$ cat config.mk
export PLATFORM = sky130hd
export DESIGN_NAME = trap_seq
export DESIGN_NICKNAME = d
export VERILOG_FILES = /design/src/rtl/trap_seq_pkg.sv /design/src/rtl/trap_seq_ctrl.sv /design/src/rtl/trap_seq_path.sv /design/src/rtl/trap_seq.sv
export SDC_FILE = /design/constraint.sdc
export NUM_CORES = 1
export LEC_CHECK = 0
export ABC_CLOCK_PERIOD_IN_PS = 3800
export BUFFER_PORTS_ARGS = -buffer_cell sky130_fd_sc_hd__buf_2
export CORE_MARGIN = 2
export CORE_UTILIZATION = 35
export DETAILED_ROUTE_END_ITERATION = 6
export GPL_TIMING_DRIVEN = 0
export PLACE_DENSITY = 0.61
export SYNTH_ARGS = -nofsm -noshare
export SYNTH_HDL_FRONTEND = slang
export SYNTH_SLANG_ARGS = --single-unit
$ cat constraint.sdc
create_clock -name clk -period 3.8 [get_ports clk]
set_clock_uncertainty 0.1 [all_clocks]
set_input_delay 0.19 -clock clk [delete_from_list [all_inputs] [get_ports clk]]
set_output_delay 0.19 -clock clk [all_outputs]
set_load 0.1 [all_outputs]
$ cat src/rtl/trap_seq_pkg.sv
package trap_seq_pkg;
  // Strobes from the control half to the datapath half.
  typedef struct packed {
    logic enter;     // take the selected cause this edge
    logic ret;       // return from service this edge
    logic vecWr;     // privileged vector write accepted
    logic fromTrap;  // selected cause is the system call
  } seqStrobe_t;
endpackage

$ cat src/rtl/trap_seq_ctrl.sv
module trap_seq_ctrl
  import trap_seq_pkg::*;
#(
  parameter int NF = 2,
  parameter int NI = 4,
  parameter int IW = 3
) (
  input  logic          clk,
  input  logic          rstN,
  input  logic [NF-1:0] faultReq,
  input  logic          trapReq,
  input  logic [NI-1:0] irqReq,
  input  logic          retReq,
  input  logic          setUserReq,
  input  logic          vecWe,
  output seqStrobe_t    st,
  output logic [IW-1:0] selIdx,
  output logic          redirect,
  output logic          modeUser,
  output logic          inService,
  output logic [IW-1:0] causeId
);
  localparam int TRAP_SLOT = NF + 1;
  localparam int IRQ_BASE  = NF + 2;

  logic          pendPriv, pendTrap, savedMode;
  logic [NF-1:0] pendFault, clrFault;
  logic [NI-1:0] pendIrq, clrIrq;
  logic          found, canEnter, doRet, userWrite;

  // Fixed priority: privilege fault, faults, system call, interrupts.
  always_comb begin
    found  = 1'b0;
    selIdx = '0;
    if (pendPriv) begin
      found = 1'b1;
    end else if (|pendFault) begin
      found = 1'b1;
      for (int i = NF - 1; i >= 0; i--)
        if (pendFault[i]) selIdx = IW'(1 + i);
    end else if (pendTrap) begin
      found  = 1'b1;
      selIdx = IW'(TRAP_SLOT);
    end else if (|pendIrq) begin
      found = 1'b1;
      for (int i = NI - 1; i >= 0; i--)
        if (pendIrq[i]) selIdx = IW'(IRQ_BASE + i);
    end
  end

  assign canEnter  = found && !inService;
  assign doRet     = retReq && inService;
  assign userWrite = vecWe && modeUser;

  always_comb begin
    for (int i = 0; i < NF; i++) clrFault[i] = canEnter && (selIdx == IW'(1 + i));
    for (int i = 0; i < NI; i++) clrIrq[i]   = canEnter && (selIdx == IW'(IRQ_BASE + i));
  end

  assign st.enter    = canEnter;
  assign st.ret      = doRet;
  assign st.vecWr    = vecWe && !modeUser;
  assign st.fromTrap = selIdx == IW'(TRAP_SLOT);

  always_ff @(posedge clk) begin
    if (!rstN) begin
      pendPriv  <= 1'b0;
      pendFault <= '0;
      pendTrap  <= 1'b0;
      pendIrq   <= '0;
      inService <= 1'b0;
      modeUser  <= 1'b0;
      savedMode <= 1'b0;
      redirect  <= 1'b0;
      causeId   <= '0;
    end else begin
      pendPriv  <= (pendPriv && !(canEnter && selIdx == '0)) || userWrite;
      pendFault <= (pendFault & ~clrFault) | faultReq;
      pendTrap  <= (pendTrap && !(canEnter && st.fromTrap)) || trapReq;
      pendIrq   <= (pendIrq & ~clrIrq) | irqReq;
      redirect  <= canEnter || doRet;
      if (canEnter) begin
        inService <= 1'b1;
        savedMode <= modeUser;
        modeUser  <= 1'b0;
        causeId   <= selIdx;
      end else if (doRet) begin
        inService <= 1'b0;
        modeUser  <= savedMode;
      end else if (setUserReq && !inService) begin
        modeUser  <= 1'b1;
      end
    end
  end

  AST_ENTRY_MONITOR: assert property (@(posedge clk) disable iff (!rstN)
    $rose(inService) |-> (!modeUser && redirect));
  AST_MASK_HOLD: assert property (@(posedge clk) disable iff (!rstN)
    (inService && !retReq) |=> (inService && $stable(causeId)));
  AST_USER_WRITE_FAULT: assert property (@(posedge clk) disable iff (!rstN)
    (vecWe && modeUser) |=> pendPriv);
  AST_RET_RESTORE: assert property (@(posedge clk) disable iff (!rstN)
    (retReq && inService) |=> (!inService && redirect && modeUser == $past(savedMode)));
endmodule

$ cat src/rtl/trap_seq_path.sv
module trap_seq_path
  import trap_seq_pkg::*;
#(
  parameter int AW    = 16,
  parameter int NV    = 8,
  parameter int IW    = 3,
  parameter int INSN  = 4,
  parameter int VSTEP = 16
) (
  input  logic          clk,
  input  logic          rstN,
  input  seqStrobe_t    st,
  input  logic [IW-1:0] selIdx,
  input  logic [AW-1:0] curPc,
  input  logic          trapReq,
  input  logic [AW-1:0] trapPc,
  input  logic [IW-1:0] vecIdx,
  input  logic [AW-1:0] vecData,
  output logic [AW-1:0] nextPc
);
  logic [AW-1:0] vecTab [NV];
  logic [AW-1:0] epc, trapRet;

  always_ff @(posedge clk) begin
    if (!rstN) begin
      for (int i = 0; i < NV; i++) vecTab[i] <= AW'(i * VSTEP);
      epc     <= '0;
      trapRet <= '0;
      nextPc  <= '0;
    end else begin
      if (st.vecWr && int'(vecIdx) < NV) vecTab[vecIdx] <= vecData;
      if (trapReq) trapRet <= trapPc + AW'(INSN);
      if (st.enter) begin
        epc    <= st.fromTrap ? trapRet : curPc;
        nextPc <= vecTab[selIdx];
      end else if (st.ret) begin
        nextPc <= epc;
      end
    end
  end

  AST_RET_TARGET: assert property (@(posedge clk) disable iff (!rstN)
    st.ret |=> (nextPc == $past(epc)));
endmodule

$ cat src/rtl/trap_seq.sv
module trap_seq
  import trap_seq_pkg::*;
#(
  parameter int AW    = 16,
  parameter int NF    = 2,
  parameter int NI    = 4,
  parameter int INSN  = 4,
  parameter int VSTEP = 16,
  localparam int NV   = NF + NI + 2,
  localparam int IW   = $clog2(NV)
) (
  input  logic          clk,
  input  logic          rstN,
  input  logic [NF-1:0] faultReq,
  input  logic          trapReq,
  input  logic [AW-1:0] trapPc,
  input  logic [NI-1:0] irqReq,
  input  logic [AW-1:0] curPc,
  input  logic          retReq,
  input  logic          setUserReq,
  input  logic          vecWe,
  input  logic [IW-1:0] vecIdx,
  input  logic [AW-1:0] vecData,
  output logic          redirect,
  output logic [AW-1:0] nextPc,
  output logic          modeUser,
  output logic          inService,
  output logic [IW-1:0] causeId
);
  seqStrobe_t    st;
  logic [IW-1:0] selIdx;

  trap_seq_ctrl #(.NF(NF), .NI(NI), .IW(IW)) uCtrl (
    .clk(clk), .rstN(rstN), .faultReq(faultReq), .trapReq(trapReq),
    .irqReq(irqReq), .retReq(retReq), .setUserReq(setUserReq), .vecWe(vecWe),
    .st(st), .selIdx(selIdx), .redirect(redirect), .modeUser(modeUser),
    .inService(inService), .causeId(causeId)
  );

  trap_seq_path #(.AW(AW), .NV(NV), .IW(IW), .INSN(INSN), .VSTEP(VSTEP)) uPath (
    .clk(clk), .rstN(rstN), .st(st), .selIdx(selIdx), .curPc(curPc),
    .trapReq(trapReq), .trapPc(trapPc), .vecIdx(vecIdx), .vecData(vecData),
    .nextPc(nextPc)
  );
endmodule

# After elaboration in Yosys (flattened, before gate mapping)
# Memory sizes are Yosys's and may differ from the RTL's.
# Cells that the tools add are included.
classes:
  add_sub_neg: 1
  n_mul: 0
  div: 0
  order_cmp: 0
  eq_ne: 7
  shifts: 0
  muxes: 28
  n_bitwise: 7
  reduce_logical: 29
op_table:
  columns: ["op", "n"]
  rows:
  - ["16-bit 2-to-1 mux", 4]
  - ["3-bit 2-to-1 mux", 9]
  - ["16-bit by 3-bit adder with 16-bit output (second input constant)", 1]
  - ["16-bit OR reduction", 1]
  - ["1-bit logical AND", 15]
  - ["1-bit 2-to-1 mux", 13]
  - ["3-bit == test (second input constant)", 4]
  - ["3-bit by 2-bit == test with 1-bit output (second input constant)", 2]
  - ["4-bit AND", 1]
  - ["1-bit logical NOT", 4]
  - ["2-bit 2-to-1 mux", 2]
  - ["4-bit NOT", 1]
  - ["4-bit bitwise OR", 1]
  - ["2-bit nonzero test", 2]
  - ["2-bit OR reduction", 2]
  - ["4-bit OR reduction", 1]
  - ["3-bit by 1-bit == test with 1-bit output (second input constant)", 1]
  - ["3-bit logical NOT", 1]
  - ["1-bit logical OR", 3]
  - ["2-bit AND", 1]
  - ["2-bit NOT", 1]
  - ["2-bit bitwise OR", 1]
  - ["1-bit NOT", 1]
totals:
  ff_bits: 63
  latch_bits: 0
  ramBits: 128
  rom_bits: 0
  input_bits: 63
  output_inout_bits: 22
  word_cells: 85
  memories: 1
mem_list:
  columns: ["name", "depth", "word_bits", "rd", "rd_clocked_by_memory_dff", "wr", "line_no", "text"]
  rows:
  - ["uPath.vecTab", 8, 16, 1, 0, 8, "trap_seq_path.sv:21", "logic [AW-1:0] vecTab [NV];"]

# Depth between registers and ports, before layout
depth:
  word_depth: 13
  ltp_mapped: 8
  depth_no_buf: 5

# Modules after synthesis
# A second synthesis with hierarchy kept.
unflattened:
  cells_unflattened: 719
  area_unflattened_um2: 8753.4
modules_own_cells:
  columns: ["module", "n_inst", "cells_per_inst", "area_each_um2", "seq_area_each_um2"]
  rows:
  - ["trap_seq_path", 1, 635, 8034.0, 4804.6]
  - ["trap_seq_ctrl", 1, 84, 719.4, 300.3]

# Worst setup path before layout
# Ideal clock, no wire load.
synth_path:
  kind: "reg2reg"
  start: "register uCtrl.modeUser"
  end: "memory uPath.vecTab[2][0] (enable)"
  setup_ps: 411
  arrival_time_ps: 2556
  t_required_ps: 3289
  path_slack_ps: 733
  path_stages_with_launch: 4
  n_path_buf: 1
  synth_period_minus_slack_ps: 3067
  cell_sequence: "dfxtp_1 > or3_1 > clkbuf_1 > o21ai_0"
synth_rtl:
  columns: ["item", "line_no", "text"]
  rows:
  - ["from (decl)", "trap_seq_ctrl.sv:19", "output logic modeUser,"]
  - ["from (signal assigned)", "trap_seq_ctrl.sv:89", "modeUser <= savedMode;"]
  - ["to (decl)", "trap_seq_path.sv:21", null]

==> flow_results.org <==
** Timing
- Final slew viol count :: 0
- The smallest clock period supported by the final layout is computed as 2890 ps.
- For the final routed database, the setup TNS stands at 0 ps.
- For the pin with the worst max-slew slack, the measured transition is 983 ps.
- Period utilization :: 76.1%
- Fmax achieved :: 346 MHz
- Final setup vio count :: 0
- The number of endpoints with negative hold slack in the final report came to 0.
- Setup repair after global routing left no endpoint under its margin.
- The worst pin sits at a relative slew slack of 33.9%.

** Die
- The region available for standard cell placement spans 24300 um^2.
- Initial Utilization :: 35.7%
- After floorplanning, the core was divided into 57 placement rows.
- Number of top-level design ports :: 85
- Y dimension of the die :: 161 um
- The floorplan step defined a die boundary enclosing 26100 um^2.
- The floorplan step set the die width to 161 um.

** Pwr
- In this run, flip-flops and latches consume 47.4% of the power.
- Switching power total :: 0.00147 W
- Maximum VDD drop :: 0.213 mV
- Internal power summed over all cells :: 0.00359 W
- Dividing total power by cell area gives a power density of 485 nW/um^2.
- Clock Power Share :: 35.7%
- Switching fraction of total power :: 29.1%
- Static power due to leakage :: 4.04 nW
- Combinational group share of total power :: 16.9%

** Placed design
- Cell Area, Placed :: 9560 um^2
- Final RePlAce weighted congestion :: 0.814
- After legalization and detailed placement, the total HPWL measured 16300 um.
- Port-buffer cells :: 82

** Synth
- Synth Cell Area :: 8680 um^2
- Synthesis inferred 191 register bits.
- The cell count after synthesis came out at 738.
- Mean instance size in the synthesized netlist :: 11.8 um^2
- For this run, the leading register cell type out of synthesis is edfxtp_1.
- Proportion of synthesized area in mux cells :: 4.25%
- Post-synthesis compound-gate area fraction :: 15.7%
- EDFF count, synth :: 128
- Async S/R FF share, synth :: 0%
- After synthesis, the netlist uses 62 different library cells.
- Synthesized net count :: 802
- Area share of fa/ha/maj cells after synthesis :: 0.144%
- The Yosys step of the flow raised 0 warnings.
- Largest family of logic cells by synthesized area :: simple AND/OR/NAND/NOR gates
- Xor/xnor cell area share of the yosys netlist :: 1.21%
- The synthesized netlist devotes 16.7% of its cell area to simple gates.
- Portion of the post-synthesis area used by sequential elements :: 58.8%

** Global route
- Antenna violations before repair :: 0
- Global-route wire length before repair :: 34300 um
- Global-route usage over all layers :: 17.1%
- Residual overflow from global routing :: 0
- Vias in the first global route :: 6055
- Largest net degree at the start of global routing :: 18

** Worst hold path
- Counting instances, the worst hold path has a depth of 3.
- Worst hold path class :: in -> reg
- The startpoint identified for the worst hold timing path is curPc[10].
- Hold worst-path end :: uPath.epc[10]

** Setup path
- Worst path cell trace :: dlygate4sd3_1, buf_2, nand2_1, or3_1, nor3_1, nand2b_1
- The worst register-to-register path begins at uCtrl.modeUser.
- Peak fanout along the critical path :: 16
- The number of cells on the worst reg-to-reg path is 3.
- Standard cell with the maximum stage delay on the critical path :: nand2b_1
- For flop-to-flop paths, the worst setup slack is 950 ps.
- Data arrives at the worst endpoint at 2850 ps.
- Kind of end point of the critical path :: register
- STA classifies the critical path startpoint as an input pin.
- The worst register-to-register path ends at uPath.vecTab[0][7].
- At the worst endpoint, the required time is 3760 ps.
- CP Class :: in -> reg
- Worst Setup SP :: vecWe
- For this run, the slowest stage of the critical path takes 770 ps.

** Cells and area
- Post-layout nets :: 937
- Antenna fix cells :: 0
- Cell area after layout :: 10400 um^2
- The post-route netlist has 19.0% of its cells at a drive strength greater than 1.
- The area growth from synthesis to layout is 20.3%.

** Routing
- Routed len/inst :: 18.1 um
- Antenna viol nets, final :: 0
- Total routed wirelength :: 21900 um
- In this run, the number of DRC markers left after iteration 0 of detailed routing was 393.
- Post-route DRC violation count :: 0
- Before antenna repair, the detailed router went through 6 iterations.
- Summing over every cut layer, the via total after detailed routing is 6109.
- Using the TritonRoute via totals, the vias-per-cell ratio works out to 5.05.

** Clock tree
- The clock drives 191 sinks.
- Setup Fix Bufs, Post-CTS :: 0
- Max clock buf depth :: 2
- Clock tree synthesis selected as its root buffer the cell clkbuf_16.
- Clock latency on the worst-skew pair :: 430 ps
- The number of clock buffers added by TritonCTS is 17.
- H-tree level count :: 4
- After clock tree synthesis, the clock-pin slew on the worst setup and hold paths is 70 ps.
- TritonCTS built the clock tree.

** Flow run
- Max-capacitance violation count :: 0

** Status
- Result of the run :: finished, final reports clean
[worst max-delay path by stage]
stage | endpoint | cells past startpoint
after global placement | uPath.vecTab[2][9] | 3
after global routing | uPath.vecTab[0][7] | 6
after detailed placement | uPath.vecTab[0][8] | 3
after floorplan | uPath.vecTab[2][0] | 3
final | uPath.vecTab[0][7] | 6
after CTS | uPath.vecTab[0][7] | 6
[synth_stat cells (all sizes together) (3+ instances only)]
cell type / count / area, um^2
nand2: 40 / 150
nor3: 9 / 61.3
dfxtp: 63 / 1260
mux2: 15 / 169
a21oi: 24 / 120
nand4: 6 / 43.8
nand3: 4 / 20.0
buf: 16 / 115
edfxtp: 128 / 3840
and2: 117 / 732
a211oi: 14 / 118
clkbuf: 34 / 138
o21ai: 24 / 120
or3: 14 / 87.6
o22ai: 30 / 188
a22o: 15 / 131
a221o: 15 / 158
mux2i: 20 / 200
o21a: 3 / 22.5
a211o: 16 / 140
nand2b: 6 / 37.5
a22oi: 31 / 233
inv: 5 / 18.8
xnor2: 7 / 61.3
nor2: 43 / 161
xor2: 5 / 43.8
and3: 7 / 50.1
[power groups by stage]
stage          clock network [W]  logic [W]  registers [W]
6_report                 0.00181   0.000854        0.00240
3_3_place_gp                   0   0.000819        0.00245
5_1_grt                  0.00192   0.000915        0.00241
2_1_floorplan                  0   0.000387        0.00263
4_1_cts                  0.00182   0.000857        0.00240
3_5_place_dp                   0   0.000831        0.00245
[metal layers]
metal	up-vias	track usage [%]	wire (um)
li1	3038	-	-
met1	2891	23.6	10300
met2	161	27.7	10200
met3	19	3.47	1090
met4	0	4.14	263
met5	-	0	0
[area by class of cell]
cell class / count / area (um^2)
clock inverters: 14 / 156
well taps: 324 / 405
repair buffers: 116 / 761
multi-input cells: 491 / 3310
plain buffers: 50 / 253
flip-flops and latches: 191 / 5100
fillers: 2284 / 13900
inverters: 6 / 22.5
clock buffers: 18 / 429
[registers in the layout (all words and copies together), names as in the netlist]
register and count:
uCtrl.pendTrap 1, uPath.vecTab 128, uPath.epc 16, uCtrl.pendFault 2, uCtrl.redirect 1, uCtrl.pendPriv 1
uCtrl.inService 1, uCtrl.savedMode 1, uPath.nextPc 16, uCtrl.pendIrq 4, uPath.trapRet 16, uCtrl.causeId 3
uCtrl.modeUser 1
[worst max-delay path, delay by kind of cell]
| family | cells | cell delay, ps |
|---|---|---|
| simple gates | 4 | 1990 |
| buf+inv | 2 | 660 |
[timing repair]
action	in CTS	in global routing
setup endpoints to repair	0	0
gates resized for setup	0	0
hold buffers	29	0
hold endpoints to repair	29	0
[logic make-up after synthesis]
| kind of cell | after synthesis |
|---|---|
| AO/OA/AOI/OAI | 184 |
| XOR/XNOR | 12 |
| adder cells (fa/ha/maj) | 1 |
| buffers and inverters | 56 |
| flip-flops | 191 |
| multiplexers | 35 |
| AND/OR/NAND/NOR | 259 |
[metrics by stage]
stage | hold slack, ps | power, W | util (%) | std cells | setup slack [ps]
final | 14.8 | 0.00506 | 42.9 | 1210 | 908
after global routing | 12.6 | 0.00525 | 42.9 | 1210 | 778
after CTS | 0.0893 | 0.00508 | 42.9 | 1210 | 910
after detailed placement | 310 | 0.00328 | 39.3 | 1149 | 935
after global placement | 310 | 0.00327 | 39.0 | 1144 | 183
after floorplan | 189 | 0.00302 | - | 738 | 733
[layout by cell type (no fill, tap or decap), types with 3 or more instances in the layout]
cell type / netlist / layout
o21ai_0: 24 / 18
buf_6: 3 / 7
clkbuf_16: 0 / 17
buf_4: 3 / 3
a221o_2: 6 / 6
o21a_1: 3 / 3
edfxtp_1: 128 / 128
mux2_2: 15 / 15
o21ai_1: 0 / 4
a22oi_1: 31 / 31
clkbuf_1: 33 / 34
nor2_1: 43 / 43
nand2b_1: 6 / 6
and2_1: 117 / 117
or3_1: 14 / 14
a211o_1: 16 / 16
buf_2: 8 / 90
xor2_1: 5 / 5
a221o_1: 9 / 9
xnor2_1: 7 / 7
nand2_1: 40 / 40
inv_6: 0 / 3
inv_1: 5 / 5
a211oi_1: 13 / 13
dfxtp_1: 63 / 63
nor3_1: 7 / 7
nand3_1: 4 / 4
mux2i_1: 20 / 20
and3_1: 5 / 5
dlygate4sd3_1: 0 / 29
o22ai_1: 30 / 30
nand4_1: 5 / 5
inv_8: 0 / 3
clkinvlp_4: 0 / 3
a21oi_1: 24 / 24
a22o_1: 15 / 15
Power figures use the tool's default switching activity.
